===== src/rtl/pwmfe_pkg.sv =====
package pwmfe_pkg;
  typedef enum logic {SEL_DIV = 1'b0, SEL_EN = 1'b1} reg_sel_e;
  localparam int RDSEL_BIT   = 7;
  localparam int INHIBIT_BIT = 6;
endpackage


===== src/rtl/pwmfe_prescaler.sv =====
module pwmfe_prescaler #(
  parameter int DIV_W = 8
) (
  input  logic             clk,
  input  logic             rst,
  input  logic [DIV_W-1:0] div_val,
  output logic             s_edge,
  output logic             s_tick,
  output logic             s_level
);
  logic [DIV_W-1:0] cnt;
  logic [DIV_W-1:0] active;
  logic [DIV_W-1:0] limit;
  logic             tc;

  // zero divisor wraps the full counter range (2**DIV_W)
  assign limit  = (active == '0) ? '1 : active - 1'b1;
  assign tc     = (cnt == limit);
  assign s_edge = tc & s_level;

  always_ff @(posedge clk) begin
    if (rst) begin
      cnt     <= '0;
      active  <= '0;
      s_level <= 1'b0;
      s_tick  <= 1'b0;
    end else begin
      s_tick <= s_edge;
      if (tc) begin
        cnt     <= '0;
        active  <= div_val;
        s_level <= ~s_level;
      end else begin
        cnt <= cnt + 1'b1;
      end
    end
  end

  p_cnt_bound_r1: assert property (@(posedge clk) disable iff (rst) cnt <= limit);
  p_tick_single_r1: assert property (@(posedge clk) disable iff (rst) s_tick |=> !s_tick);
  p_level_flip_r2: assert property (@(posedge clk) disable iff (rst)
    tc |=> (s_level != $past(s_level)));
endmodule


===== src/rtl/pwmfe_chgate.sv =====
module pwmfe_chgate (
  input  logic clk,
  input  logic rst,
  input  logic s_edge,
  input  logic en_req,
  output logic strobe
);
  logic en_q;

  always_ff @(posedge clk) begin
    if (rst) begin
      en_q   <= 1'b0;
      strobe <= 1'b0;
    end else begin
      strobe <= s_edge & en_q;
      if (s_edge) en_q <= en_req;
    end
  end

  p_gate_only_on_edge_r5: assert property (@(posedge clk) disable iff (rst)
    !s_edge |=> !strobe);
endmodule


===== src/rtl/pwm_clkfront.sv =====
module pwm_clkfront #(
  parameter int DIV_W = 8,
  parameter int NCH   = 4
) (
  input  logic             clk,
  input  logic             rst,
  input  logic             test_mode,
  input  logic             wr_en,
  input  logic             reg_sel,
  input  logic [DIV_W-1:0] wr_data,
  input  logic [NCH-1:0]   ddr_in,
  output logic [DIV_W-1:0] rd_data,
  output logic             s_tick,
  output logic [NCH-1:0]   ch_tick,
  output logic [NCH-1:0]   pin_oe,
  output logic [NCH-1:0]   pin_pwm_sel,
  output logic             cmp_reset_inhibit
);
  import pwmfe_pkg::*;

  localparam int LVL_PAD = DIV_W - 1;

  reg_sel_e         sel;
  logic [DIV_W-1:0] div_reg;
  logic [NCH-1:0]   en_reg;
  logic             rdsel_q;
  logic             inhib_q;
  logic             s_edge;
  logic             s_level;
  logic [DIV_W-1:0] en_image;

  assign sel = reg_sel_e'(reg_sel);
  assign cmp_reset_inhibit = inhib_q;

  always_comb begin
    en_image              = '0;
    en_image[NCH-1:0]     = en_reg;
    en_image[RDSEL_BIT]   = rdsel_q;
    en_image[INHIBIT_BIT] = inhib_q;
  end

  always_ff @(posedge clk) begin
    if (rst) begin
      div_reg     <= '0;
      en_reg      <= '0;
      rdsel_q     <= 1'b0;
      inhib_q     <= 1'b0;
      rd_data     <= '0;
      pin_oe      <= '0;
      pin_pwm_sel <= '0;
    end else begin
      if (wr_en && sel == SEL_DIV) div_reg <= wr_data;
      if (wr_en && sel == SEL_EN)  en_reg  <= wr_data[NCH-1:0];
      if (!test_mode) begin
        rdsel_q <= 1'b0;
        inhib_q <= 1'b0;
      end else if (wr_en && sel == SEL_EN) begin
        rdsel_q <= wr_data[RDSEL_BIT];
        inhib_q <= wr_data[INHIBIT_BIT];
      end
      if (sel == SEL_EN)  rd_data <= en_image;
      else if (rdsel_q)   rd_data <= {{LVL_PAD{1'b0}}, s_level};
      else                rd_data <= div_reg;
      pin_oe      <= en_reg | ddr_in;
      pin_pwm_sel <= en_reg;
    end
  end

  pwmfe_prescaler #(.DIV_W(DIV_W)) u_presc (
    .clk(clk), .rst(rst), .div_val(div_reg),
    .s_edge(s_edge), .s_tick(s_tick), .s_level(s_level)
  );

  for (genvar i = 0; i < NCH; i++) begin : g_ch
    pwmfe_chgate u_gate (
      .clk(clk), .rst(rst), .s_edge(s_edge),
      .en_req(en_reg[i]), .strobe(ch_tick[i])
    );
  end

  p_strobe_in_tick_r5: assert property (@(posedge clk) disable iff (rst)
    (|ch_tick) |-> s_tick);
  p_sel_implies_oe_r6: assert property (@(posedge clk) disable iff (rst)
    (pin_pwm_sel & ~pin_oe) == '0);
  p_test_gated_r7: assert property (@(posedge clk) disable iff (rst)
    !test_mode |=> !cmp_reset_inhibit);
endmodule


===== config.mk =====
export PLATFORM = sky130hd
export DESIGN_NAME = pwm_clkfront
export DESIGN_NICKNAME = d
export VERILOG_FILES = /design/src/rtl/pwmfe_pkg.sv /design/src/rtl/pwmfe_prescaler.sv /design/src/rtl/pwmfe_chgate.sv /design/src/rtl/pwm_clkfront.sv
export SDC_FILE = /design/constraint.sdc
export NUM_CORES = 1
export LEC_CHECK = 0
export BUFFER_PORTS_ARGS = -buffer_cell sky130_fd_sc_hd__buf_4
export CORE_AREA = 8 8 80 82
export DETAILED_ROUTE_END_ITERATION = 16
export DIE_AREA = 0 0 88 90
export PLACE_DENSITY_LB_ADDON = 0.1
export SLEW_MARGIN = 20
export SYNTH_ARGS = -nofsm -noshare
export SYNTH_HDL_FRONTEND = slang
export SYNTH_HIERARCHICAL = 1
export SYNTH_SLANG_ARGS = --single-unit

===== constraint.sdc =====
create_clock -name clk -period 3.1 [get_ports clk]
set_clock_uncertainty 0.15 [all_clocks]
set_input_delay 0.62 -clock clk [delete_from_list [all_inputs] [get_ports clk]]
set_output_delay 0.62 -clock clk [all_outputs]
set_load 0.03 [all_outputs]

==> qor.yml <==
status: "complete, no violations"
synth_seq_area_share_pct: 45.3
drt_iter0_markers: 112
crit_chain: "inv_1 -> ha_1 -> or4b_4 -> nor3_4 -> o32ai_1 -> a2111oi_2 -> and4_1 -> and2_1 -> mux2i_1 -> nor2_1"
initial_core_util_pct: 47.3
drtAntennaViolNets: 0
num_io_pins: 39
root_buffer: "clkbuf_8"
gp_congestion: 0.859
yosysWarningCount: 6
end_kind: "register"
worst-path-max-fanout: 8
rsz0062_at_grt: "no"
setup_viol: 0
final_cell_mix: "dfxtp_1, buf_4, nand2_1"
cap_violations: 0
slew-limit-headroom_pct: 58.3
nFillCells: 507
grt-ovfl-total: 0
grt_max_degree: 64
worst_skew_pair.late_latency_ps: 300
syn_area_sq_mm: 0.00248
wl_met2_um: 2210
path_clk_slew_ps: 90
routed-via-count: 1812
fmax_ghz: 0.351
post_cts_resized: 0
dp_slack_ps: 249
slew_viol_final: 0
met1_length_um: 2270
cts_setup_buffers: 0
finalPower_mw: 1.36
powerDensity_mw_per_mm2: 479
area_delta_synth_final_pct: 15.0
cts_max_level: 2
grt_usage_pct: 12.8
cp.required_ps: 3130
start_kind: "register"
core_area_sq_mm: 0.00524
hp-start: "g_ch[2].u_gate/en_q$_SDFFE_PP0P_"
detail_route.first_pass.iterations: 4
ff2ff_path_depth: 10
nets: 316
cts_max_path_buffers: 2
wl_per_cell_um: 13.1
highest_layer: "met4"
endpoint: "g_ch[1].u_gate/en_q$_SDFFE_PP0P_"
p_leak_nw: 1.09
final_common_cell: "dfxtp_1"
drc: 0
ys_types: 46
avgSynthCellArea_sq_um: 9.27
cp_slowest_cell: "or4b_4"
rows: 27
crit_path_start: "u_presc/active[0]$_SDFFE_PP0N_"
min_period_over_period_pct: 91.8
vdd_drop_max_mv: 0.253
drive_gt1_share_pct: 20.9
period_minus_slack_ps: 2850
async_reset_ff_share_pct: 0
postCtsHoldBufs: 0
grt_pass1_wl_um: 8310
drt-vias-per-instance: 4.91
rr_startpoint: "u_presc/active[0]$_SDFFE_PP0N_"
cts_tree: "yes"
final_hold_viol_count: 0
n_antenna_cell: 0
cp.arrival_ps: 2870
syn_nets: 287
reg2reg_slack_ps: 250
critPathKind: "register to register"
rr_endpoint: "g_ch[1].u_gate/en_q$_SDFFE_PP0P_"
cts_buffers: 5
first_global_vias: 1805
dpl.hpwl_um: 3450
dr_wl_met3_um: 248
die_h_um: 90
final.setup.tns_ps: 0
die-width_um: 88
die_area_sq_mm: 0.00792
setup_ws_ps: 254
ys_seq_elements: 56
antenna_found_initial: 0
synth_ff_type: "dfxtp_1"
max_stage_delay_ps: 520
hold_path_class: "register to register"
cts.sinks: 56
finalWirelength_um: 4830
tightest_slew_ps: 625
place.port_buffers: 38
synth_edf_count: 0
synth_cells: 267
==> how the worst min path moves through the flow <==
stage / to / slack [ps] / depth (start not counted)
2_1_floorplan: g_ch[0].u_gate/strobe$_SDFF_PP0_ / 260 / 2
3_3_place_gp: g_ch[2].u_gate/strobe$_SDFF_PP0_ / 280 / 2
3_5_place_dp: g_ch[2].u_gate/strobe$_SDFF_PP0_ / 280 / 2
4_1_cts: g_ch[2].u_gate/strobe$_SDFF_PP0_ / 290 / 2
5_1_grt: g_ch[2].u_gate/strobe$_SDFF_PP0_ / 310 / 2
6_report: g_ch[2].u_gate/strobe$_SDFF_PP0_ / 290 / 2
==> stage by stage <==
| stage | util, % | hold WS, ps | area, sq um | instances |
|---|---|---|---|---|
| 5_1_grt | 54.4 | 310 | 2850 | 369 |
| 6_report | 54.4 | 289 | 2850 | 369 |
| 3_3_place_gp | 52.0 | 278 | 2720 | 361 |
| 2_1_floorplan | - | 259 | 2480 | 267 |
| 3_5_place_dp | 52.0 | 280 | 2720 | 361 |
| 4_1_cts | 54.4 | 293 | 2850 | 369 |
==> cell families after synthesis <==
logic type | count (synthesis) | synth area share, %
flops | 56 | 45.3
buf+inv | 21 | 6.16
mux | 15 | 6.32
fa+ha+maj | 3 | 1.52
xor+xnor | 12 | 4.24
simple gates | 125 | 27.5
compound gates | 35 | 8.94
==> routing by layer <==
metal | global-route usage, % | up-vias
met5 | 0 | -
met4 | 5.31 | 0
met3 | 4.73 | 11
met2 | 18.9 | 31
met1 | 16.2 | 818
li1 | - | 952
==> area by class of cell <==
type / instances / area [sq um] / share of cell area [%]
clock buffer: 7 / 96.3 / 3.38
clock inverter: 1 / 30.0 / 1.05
inverter: 4 / 15.0 / 0.527
multi-input combinational: 190 / 1200 / 42.2
sequential: 56 / 1120 / 39.4
tap: 72 / 90.1 / 3.16
timing repair buffer: 39 / 293 / 10.3
==> power by group <==
group          switching, mW  internal (mW)
logic                 0.0578         0.0451
registers             0.0139          0.737
clock network          0.224          0.285
==> Yosys cell counts, types with 2 or more instances <==
master,number,area share (%)
nor3b_2,2,1.0
o21ai_0,3,0.61
mux2i_1,13,5.3
nand2_1,32,4.9
xnor2_1,7,2.5
dfxtp_1,56,45
buf_2,3,0.61
xor2_1,5,1.8
nor3b_1,5,1.5
nor2b_1,5,1.3
nand2b_1,19,4.8
or3_1,2,0.51
nor3_1,3,0.61
nand3_1,9,1.8
o211ai_1,3,0.91
buf_4,2,0.61
and2_1,4,1.0
inv_1,4,0.61
nor3_2,7,2.8
a21oi_1,19,3.8
clkbuf_1,4,0.61
nor2_1,29,4.4
ha_1,3,1.5
buf_6,6,2.7
==> worst max-delay path, delay by kind of cell (launching register included) <==
family	cells	cell delay (ps)
multiplexers	1	230
AND/OR/NAND/NOR	5	1350
AO/OA/AOI/OAI	2	380
flip-flops	1	360
adder cells (fa/ha/maj)	1	160
buffers and inverters	1	90
Power figures use the tool's default switching activity.
